$ cat src/rtl/sysclk_div_pkg.sv
package sysclk_div_pkg;

  // Largest valid shift (divide by 2**MAX) and width of the select field.
  localparam int unsigned SEL_WIDTH = 3;
  localparam int unsigned SHIFT_MAX = 5;

  // Map a raw select code to the shift actually applied; reserved codes
  // collapse to full speed.
  function automatic int unsigned legal_shift(input int unsigned code,
                                              input int unsigned max_shift);
    if (code <= max_shift) return code;
    return 0;
  endfunction

  // Terminal count of the divide counter for a given shift.
  function automatic int unsigned period_last(input int unsigned shift);
    return (32'd1 << shift) - 32'd1;
  endfunction

endpackage

$ cat src/rtl/sysclk_div_selreg.sv
module sysclk_div_selreg
  import sysclk_div_pkg::*;
#(
  parameter int unsigned SEL_W   = SEL_WIDTH,
  parameter int unsigned MAX_SH  = SHIFT_MAX
) (
  input  logic             clk,
  input  logic             rst_n,
  input  logic [SEL_W-1:0] wr_data,
  input  logic             wr_en,
  input  logic             bus_end,
  output logic [SEL_W-1:0] active_shift,
  output logic             switch_evt
);

  logic [SEL_W-1:0] staged_q;
  logic [SEL_W-1:0] active_q;
  logic [SEL_W-1:0] wr_norm;

  assign wr_norm      = SEL_W'(legal_shift(int'(wr_data), MAX_SH));
  assign switch_evt   = bus_end && (staged_q != active_q);
  assign active_shift = active_q;

  always_ff @(posedge clk or negedge rst_n) begin
    if (!rst_n) begin
      staged_q <= '0;
    end else if (wr_en) begin
      staged_q <= wr_norm;
    end
  end

  always_ff @(posedge clk or negedge rst_n) begin
    if (!rst_n) begin
      active_q <= '0;
    end else if (bus_end) begin
      active_q <= staged_q;
    end
  end


  active_hold_chk: assert property (@(posedge clk) disable iff (!rst_n)
    !bus_end |=> $stable(active_q));


  same_cycle_write_chk: assert property (@(posedge clk) disable iff (!rst_n)
    (wr_en && bus_end) |=> (active_q == $past(staged_q)));


  legal_shift_chk: assert property (@(posedge clk) disable iff (!rst_n)
    active_q <= SEL_W'(MAX_SH));

endmodule

$ cat src/rtl/sysclk_div_counter.sv
module sysclk_div_counter #(
  parameter int unsigned CNT_W = 5
) (
  input  logic             clk,
  input  logic             rst_n,
  input  logic             run,
  input  logic             restart,
  input  logic [CNT_W-1:0] last,
  output logic             tick
);

  logic [CNT_W-1:0] cnt_q;
  logic             at_last;

  assign at_last = (cnt_q == last);
  assign tick    = !run || at_last;

  always_ff @(posedge clk or negedge rst_n) begin
    if (!rst_n) begin
      cnt_q <= '0;
    end else if (restart || !run || at_last) begin
      cnt_q <= '0;
    end else begin
      cnt_q <= cnt_q + CNT_W'(1);
    end
  end


  restart_zero_chk: assert property (@(posedge clk) disable iff (!rst_n)
    restart |=> (cnt_q == '0));


  cnt_range_chk: assert property (@(posedge clk) disable iff (!rst_n)
    cnt_q <= last);


  single_pulse_chk: assert property (@(posedge clk) disable iff (!rst_n)
    (run && tick && !restart) |=> !tick);

endmodule

$ cat src/rtl/sysclk_divider.sv
module sysclk_divider
  import sysclk_div_pkg::*;
#(
  parameter int unsigned SEL_W  = SEL_WIDTH,
  parameter int unsigned MAX_SH = SHIFT_MAX,
  localparam int unsigned CNT_W = (MAX_SH < 1) ? 1 : MAX_SH
) (
  input  logic             clk,
  input  logic             rst_n,
  input  logic [SEL_W-1:0] sel_wdata,
  input  logic             sel_we,
  input  logic             bus_end,
  output logic             clk_en,
  output logic             div_active
);

  logic [SEL_W-1:0] active_shift;
  logic             switch_evt;
  logic [CNT_W-1:0] last_cnt;
  logic             run;

  sysclk_div_selreg #(
    .SEL_W  (SEL_W),
    .MAX_SH (MAX_SH)
  ) u_selreg (
    .clk          (clk),
    .rst_n        (rst_n),
    .wr_data      (sel_wdata),
    .wr_en        (sel_we),
    .bus_end      (bus_end),
    .active_shift (active_shift),
    .switch_evt   (switch_evt)
  );

  assign run      = (active_shift != '0);
  assign last_cnt = CNT_W'(period_last(int'(active_shift)));

  sysclk_div_counter #(
    .CNT_W (CNT_W)
  ) u_counter (
    .clk     (clk),
    .rst_n   (rst_n),
    .run     (run),
    .restart (switch_evt),
    .last    (last_cnt),
    .tick    (clk_en)
  );

  assign div_active = run;


  full_speed_chk: assert property (@(posedge clk) disable iff (!rst_n)
    !div_active |-> clk_en);


  flag_follows_bus_end_chk: assert property (@(posedge clk) disable iff (!rst_n)
    !bus_end |=> $stable(div_active));

endmodule

$ cat config.mk
export PLATFORM = sky130hd
export DESIGN_NAME = sysclk_divider
export DESIGN_NICKNAME = d
export VERILOG_FILES = /design/src/rtl/sysclk_div_pkg.sv /design/src/rtl/sysclk_div_selreg.sv /design/src/rtl/sysclk_div_counter.sv /design/src/rtl/sysclk_divider.sv
export SDC_FILE = /design/constraint.sdc
export NUM_CORES = 1
export LEC_CHECK = 0
export ABC_AREA = 1
export BUFFER_PORTS_ARGS = -buffer_cell sky130_fd_sc_hd__buf_2
export CAP_MARGIN = 40
export CORE_AREA = 5 5 42 44
export CTS_CLUSTER_DIAMETER = 100
export DETAILED_ROUTE_END_ITERATION = 8
export DIE_AREA = 0 0 47 49
export HOLD_SLACK_MARGIN = 0.03
export PLACE_DENSITY = 0.69
export SLEW_MARGIN = 20
export SYNTH_ARGS = -nofsm -noshare
export SYNTH_HDL_FRONTEND = slang
export SYNTH_SLANG_ARGS = --single-unit
$ cat constraint.sdc
create_clock -name clk -period 2.3 [get_ports clk]
set_input_delay 0.46 -clock clk [delete_from_list [all_inputs] [get_ports clk]]
set_output_delay 0.46 -clock clk [all_outputs]
set_load 0.05 [all_outputs]
# --- Word-level counts from Yosys, hierarchy flattened ---
# Index checks and enable logic that the tools add are counted.
op_classes:
  shift: 1
  addsub: 2
  muxes: 4
  reduce_logical: 6
  n_lt_le_gt_ge: 1
  eq_ne: 2
ops:
  columns: ["operator", "count"]
  rows:
  - ["3-bit two-way mux", 2]
  - ["5-bit by 1-bit adder with 5-bit output (second input constant)", 1]
  - ["5-bit == test", 1]
  - ["5-bit two-way mux", 1]
  - ["1-bit by 3-bit left shift with 5-bit output (first input constant)", 1]
  - ["5-bit by 1-bit subtractor with 5-bit output (second input constant)", 1]
  - ["3-bit less-or-equal comparator (second input constant)", 1]
  - ["1-bit logical OR", 3]
  - ["3-bit != test", 1]
  - ["3-bit nonzero test", 1]
  - ["1-bit logical AND", 1]
  - ["1-bit logical NOT", 1]
  - ["1-bit two-way mux", 1]
totals:
  regBits: 11
  wordCells: 19
  input_bits: 7

# --- Longest topological paths before layout ---
# Gate-level depths: netlist of the first run.
logic_depth:
  ltp_word: 5
  mapped_depth: 13

# --- By module ---
# From an unflattened synthesis of the first run, not the netlist that was laid out.
unflattened:
  cells_unflattened: 97
  hier_area_um2: 689.4
by_module_without_submodules:
  columns: ["module", "seq_area_each_um2", "area_each_um2", "n_inst", "cells_per_inst"]
  rows:
  - ["sysclk_div_counter", 125.1, 319.1, 1, 44]
  - ["sysclk_div_selreg", 150.1, 279.0, 1, 35]
  - ["sysclk_divider", 0.0, 91.3, 1, 18]

# --- Worst setup path after synthesis of the first run ---
# Ideal clock, no wire load.
synth_timing:
  kind: "register to output"
  start: "register u_selreg.active_q[1], in the netlist u_selreg.active_shift[1]"
  end: "output clk_en"
  stages_incl_launch_ff: 13
  arrival_ns: 2.007
  path_buffers: 0
  slack_ns: -0.167
  path_cell_list: "dfrtp_1 -> inv_1 -> nand3_2 -> ha_1 -> inv_1 -> nand2_1 -> nand2_1 -> nand2_1 -> nand2_1 -> nand2_1 -> nor2_1 -> nand2_1 -> nand2_1"
synth_rtl:
  columns: ["element", "line_no", "rtl"]
  rows:
  - ["start: declaration", "sysclk_div_selreg.sv:17", "logic [SEL_W-1:0] active_q;"]
  - ["start signal: assignment", "sysclk_div_selreg.sv:36", "active_q <= staged_q;"]
  - ["3-bit nonzero test", "sysclk_divider.sv:35", "assign run = (active_shift != '0);"]
  - ["named net div_active", "sysclk_divider.sv:14", "output logic div_active"]
  - ["1-bit logical NOT", "sysclk_div_counter.sv:16", "assign tick = !run || at_last;"]
  - ["1-bit logical OR", "sysclk_div_counter.sv:16", null]
  - ["end: declaration", "sysclk_divider.sv:13", "output logic clk_en,"]
# The timed path passes the listed nets, and every way through them passes these cells.

# --- Final worst setup path of the first run ---
layout_timing:
  start: "register u_selreg.active_q[1], in the netlist u_selreg.active_shift[1]"
  end: "output clk_en"
layout_between:
  elab_chain_len: 4
layout_lines:
  columns: ["element", "line_no", "rtl"]
  rows:
  - ["1-bit by 3-bit left shift with 5-bit output", "sysclk_div_pkg.sv:17", "return (32'd1 << shift) - 32'd1;"]
  - ["5-bit by 1-bit subtractor with 5-bit output", "sysclk_div_pkg.sv:17", null]
  - ["5-bit == test", "sysclk_div_counter.sv:15", "assign at_last = (cnt_q == last);"]
  - ["1-bit logical OR (*)", "sysclk_div_counter.sv:16", null]
# Every way passes the cells marked *; elsewhere a longest branch is shown, timed or not.

==> flow_summary.toml, run 1 <==
[outcome]
outcome = "finished clean"

[sta]
period_minus_slack_ns = 2.26
layout_worst_path_cycle_share = 0.982
fmax_mhz = 443
setup_ws_ns = 0.0414
tightest_slew_ns = 0.254
grt_setup_unrepaired = "true"
maxSlewViolCount = 0
finalHoldViolCount = 0
tns_ns = 0
max_slew_margin = 0.832
fin_skew_ns = 0.00763
setup_viol = 0

[cts]
clkLatencyLatePin_ns = 0.28
numCtsBuffers = 3
hold_buffers = 0
clk_pin_slew_ns = 0.07
clockRootBuffer = "clkbuf_4"
cts_tree = "yes"
cts.path.max_buffers = 2
cts_max_level = 1
numClockSinks = 11

[grt]
grt_usage = 0.139
globalRouteOverflowTotal = 0
grt_pass1_vias = 563
grt_max_degree = 12
antenna_found_initial = 0
grt_pass1_wl_um = 2300

[yosys]
synth.distinct_cells = 15
ys_seq_area_frac = 0.429
ys_ff_latch = 11
syn_nets = 91
netlist_area_um2 = 642
syn_area_per_cell_um2 = 7.83
synthCells = 82
ys_warn_count = 0

[detailed_routing]
first_pass_iters = 4
drt-initial-drc-count = 11
drcViolationCount = 0
antenna_left = 0
num_vias = 578
wl_um = 1280
viasPerCell = 4.90
drt-wirelength-per-cell_um = 10.9

[worst_setup_path]
reg2reg_slack_ns = 0.72
cpPeakStageDelay_ns = 0.39
r2r_start = "u_selreg.active_shift[1]$_DFFE_PN0P_"
path_buf_inv = 2
startpoint = "u_selreg.active_shift[1]$_DFFE_PN0P_"
slowest_stage = "dfrtp_1"
crit_required_ns = 1.84
cp-endpoint = "clk_en"
crit_chain = "inv_2, nand3_2, ha_4, xor2_1, nand3_1, nor2_1, nand2_1, nand2_2, buf_8"
r2r_cells = 9
endpoint_kind = "output port"
worstReg2RegEnd = "u_counter.cnt_q[0]$_DFF_PN0_"
cp.depth = 9
crit_fanout = 5
critical_path_arrival_ns = 1.80
start_kind = "flop"
crit_family = "simple AND/OR/NAND/NOR gates"
crit_type = "reg -> out"

[placed_design]
placed_area_um2 = 734
dpl.cell_count = 109
post-place-ws_ns = 0.127
hpwlAfterDp_um = 939
finalWeightedCongestion = 0.773
port_buffers = 8

[floorplan]
die_y_um = 49
ios = 9
rows = 14
dieArea_um2 = 2300
core_um2 = 1400
initial_utilization = 0.458
die_w_um = 47

[final_layout]
diodes = 0
final_area_um2 = 828
syn_to_final_growth_pct = 29.0
final_core_util = 0.591
layout-drive-gt1-share = 0.314
nets = 112
layout_commonest_cell = "nand2_1"
fillers = 140
final_cells = 118
final_cell_mix = "nand2_1, dfrtp_1, nand3_1"

[power_and_ir_drop]
power.leakage_uw = 0.000412
ir_drop_v = 0.000475
p_per_area_nw_per_um2 = 739

[run]
cap_violations = 0

[worst_hold_path]
hold_path.class = "in -> async"
synthesized netlist by cell type (all sizes together):
cell / n / area (µm²)
dfrtp: 11 / 275
nor2: 8 / 30.0
mux2: 1 / 11.3
inv: 12 / 45.1
xor2: 3 / 26.3
nand3: 12 / 65.1
xnor2: 5 / 43.8
ha: 2 / 25.0
nand4: 1 / 6.26
nand2: 21 / 83.8
a21oi: 1 / 5.00
o21ai: 5 / 25.0
how the worst min path moves through the flow:
stage	startpoint	to	slack, ns	depth (start not counted)
final	rst_n	u_selreg.staged_q[2]$_DFFE_PN0P_	0.03	1
after global routing	rst_n	u_selreg.staged_q[0]$_DFFE_PN0P_	0.04	1
after global placement	rst_n	u_selreg.staged_q[2]$_DFFE_PN0P_	0.34	1
after floorplan	rst_n	u_counter.cnt_q[0]$_DFF_PN0_	0.16	0
after detailed placement	rst_n	u_selreg.staged_q[2]$_DFFE_PN0P_	0.34	1
after CTS	rst_n	u_selreg.staged_q[2]$_DFFE_PN0P_	0.04	1
worst reg2reg max path, cell delays in order (launching register included):
cell and delay (ns):
dfrtp_1 0.39, inv_2 0.12, nand3_2 0.10, ha_4 0.27, xor2_1 0.15, nand3_1 0.10
nor2_1 0.08, nand2_1 0.09, nand2_2 0.11, nor2_1 0.05
timing repair:
| action | 4_1_cts | 5_1_grt |
|---|---|---|
| buffers inserted | 3 | 2 |
| gates resized for setup | 4 | 6 |
| setup endpoints to repair | 1 | 1 |
| pin swaps | 0 | 7 |
layout make-up:
class                   instances  area, µm²  area share
flip-flops and latches         11        275       0.332
inverters                      12       45.0      0.0544
repair buffers                 16        110       0.133
multi-input cells              59        352       0.424
clock buffers                   4       26.3      0.0317
well taps                      16       20.0      0.0242
logic make-up after synthesis:
kind of cell	count (synthesis)	share of synthesized area
compound gates	6	0.0468
xor+xnor	8	0.109
fa+ha+maj	2	0.0390
buf+inv	12	0.0702
flops	11	0.429
mux	1	0.0175
simple gates	42	0.289
report_power, final:
group | switching (µW) | total [µW] | internal (µW)
combinational | 137 | 245 | 108
sequential | 21.5 | 235 | 214
clock | 64.2 | 131 | 67.3
per-stage QoR:
| stage | total power [µW] | hold WS, ns |
|---|---|---|
| floorplan | 386 | 0.164 |
| global placement | 435 | 0.337 |
| detailed placement | 440 | 0.339 |
| CTS | 595 | 0.0379 |
| global route | 664 | 0.0425 |
| finish | 612 | 0.0336 |
flip-flops by register name, indices dropped and copies added, names as in the netlist:
| register | flops |
|---|---|
| u_counter.cnt_q | 5 |
| u_selreg.active_shift | 3 |
| u_selreg.staged_q | 3 |
metal layers:
layer / up-vias / global-route usage / share of wire
met5: - / 0 / 0
met4: 0 / 0.0829 / 0.019
met3: 4 / 0.0480 / 0.037
met2: 11 / 0.217 / 0.53
met1: 260 / 0.156 / 0.41
li1: 303 / - / -
Power figures use the tool's default switching activity.
==> run 2: changes to the inputs <==
- CTS_BUF_LIST: unset -> sky130_fd_sc_hd__clkbuf_4
- GPL_TIMING_DRIVEN: unset -> 0
==> run 2 against run 1 <==
  * Count of clock-buffer cells in the layout unchanged
  * Sequential share of layout area down 2.1 points
  * Global-route usage down 0.49 points
  * Die area unchanged
  * Flip-flop and latch count unchanged
  * Non-clock buffer count up 6
  * Setup slack better by 0.014 ns
  * Register-to-register slack worse by 0.11 ns
  * Critical path depth up 2
  * Power up 6.8%
  * Cell count up 5.1%
  * Wire length up 11%
  * Critical path type unchanged
  * Largest cell class unchanged
  * Largest power group unchanged
==> flow_summary.toml, run 2 (synthesis gave the netlist of run 1 again) <==
[outcome]
outcome = "finished clean"

[sta]
setup_viol = 0
fmax_mhz = 445
maxSlewViolCount = 0
period_minus_slack_ns = 2.24
layout_worst_path_cycle_share = 0.976
finalHoldViolCount = 0
fin_skew_ns = 0.00168
tns_ns = 0
tightest_slew_ns = 0.243
setup_ws_ns = 0.0551
max_slew_margin = 0.838
grt_setup_unrepaired = "true"

[detailed_routing]
drcViolationCount = 0
drt-initial-drc-count = 12
wl_um = 1420
num_vias = 604
first_pass_iters = 5
viasPerCell = 4.87
antenna_left = 0
drt-wirelength-per-cell_um = 11.5

[floorplan]
dieArea_um2 = 2300
initial_utilization = 0.458
die_w_um = 47
rows = 14
ios = 9
die_y_um = 49
core_um2 = 1400

[placed_design]
finalWeightedCongestion = 0.797
port_buffers = 8
post-place-ws_ns = 0.0161
hpwlAfterDp_um = 911

[power_and_ir_drop]
p_int_uw = 423
netSwitchingFraction = 0.353
combPwrFrac = 0.419
ir_drop_v = 0.000388
clkPwrFrac = 0.218
power.leakage_uw = 0.000443
seq_power_share = 0.363
p_per_area_nw_per_um2 = 737
p_switching_uw = 231

[run]
cap_violations = 0

[grt]
antenna_found_initial = 0
globalRouteOverflowTotal = 0
grt_usage = 0.134
grt_pass1_wl_um = 2260
grt_pass1_vias = 555
grt_max_degree = 12

[final_layout]
layout-drive-gt1-share = 0.380
final_cell_mix = "nand2_1, buf_4, nand3_1, dfrtp_1, nor2_1"
layout_commonest_cell = "nand2_1"
largest_reg_flops = 5
diodes = 0
syn_to_final_growth_pct = 38.2
nets = 118
regMostFlops = "u_counter.cnt_q"

[worst_setup_path]
slowest_stage = "dfrtp_1"
crit_type = "reg -> out"
startpoint = "u_selreg.active_shift[1]$_DFFE_PN0P_"
crit_required_ns = 1.84
cp_common_cell = "buf_4"
critical_path_arrival_ns = 1.78
cpPeakStageDelay_ns = 0.39
crit_fanout = 5
endpoint_kind = "output port"
crit_chain = "inv_2, nand3_4, buf_4, buf_4, buf_4, nand2_1, nand3_1, nor2_1, nand2_1, nand2_2, buf_8"
start_kind = "flop"
r2r_start = "u_selreg.active_shift[1]$_DFFE_PN0P_"

[cts]
cts_tree = "yes"
clkLatencyLatePin_ns = 0.26
numClockSinks = 11
cts_max_level = 1
cts.path.max_buffers = 2
numCtsBuffers = 3
clockRootBuffer = "clkbuf_4"
clk_pin_slew_ns = 0.07

[worst_hold_path]
hold_path.class = "in -> async"
-- run 2: changes by cell type in the layout (fill, tap and decap cells not counted) --
cell      previous run  this run
buf_4                8        13
buf_6                0         1
clkbuf_1             1         0
clkbuf_4             3         4
dfrtp_1             11        10
dfrtp_2              0         1
inv_2                5         4
inv_4                0         1
nand2_1             17        16
nand2_2              4         5
-- run 2: worst max-delay path, delay by kind of cell, from the launching register on --
| family | cells | cell delay (ns) |
|---|---|---|
| simple gates | 6 | 0.49 |
| flops | 1 | 0.39 |
| buf+inv | 5 | 0.64 |
-- run 2: cell type report --
cell class              instances  area [µm²]
fillers                       115         514
multi-input cells              59         354
flip-flops and latches         11         277
repair buffers                 22         159
inverters                      12        47.5
clock buffers                   4        30.0
well taps                      16        20.0
-- run 2: metrics by stage --
stage               instances  instance area (µm²)  power, µW  hold WS [ns]   util
floorplan                  82                  652        386         0.164      -
global placement          106                  712        425         0.337  0.508
detailed placement        106                  712        430         0.342  0.508
CTS                       116                  813        614        0.0568  0.580
global route              124                  887        711        0.0567  0.633
finish                    124                  887        654        0.0527  0.633
-- run 2: worst paths after layout --
path                                                             end  slack, ns  cells past startpoint
worst max register to register          u_counter.cnt_q[0]$_DFF_PN0_       0.61                     12
worst min-delay path                    u_counter.cnt_q[0]$_DFF_PN0_       0.05                      1
min in group clk                    u_selreg.staged_q[2]$_DFFE_PN0P_       0.44                      2
worst max-delay path                                          clk_en       0.06                     11
worst min register to register          u_counter.cnt_q[0]$_DFF_PN0_       0.53                      1
max in group asynchronous       u_selreg.active_shift[2]$_DFFE_PN0P_       2.03                      1
-- run 2: timing repair --
action | 4_1_cts | 5_1_grt
setup endpoints to repair | 1 | 1
pin swaps | 1 | 8
setup buffers | 6 | 8
gates resized for setup | 9 | 5
hold buffers | 0 | 0
-- run 2: routing by layer --
| layer | track usage | part of all wire |
|---|---|---|
| met4 | 0.0553 | 0.019 |
| met1 | 0.171 | 0.44 |
| met2 | 0.208 | 0.52 |
| met5 | 0 | 0 |
| met3 | 0.0369 | 0.018 |
-- run 2: power groups by stage --
stage               Combinational, µW  Clock (µW)  Sequential [µW]
finish                            274         142              238
global route                      306         163              242
CTS                               231         147              236
detailed placement                186           0              243
global placement                  183           0              242
floorplan                         149           0              237
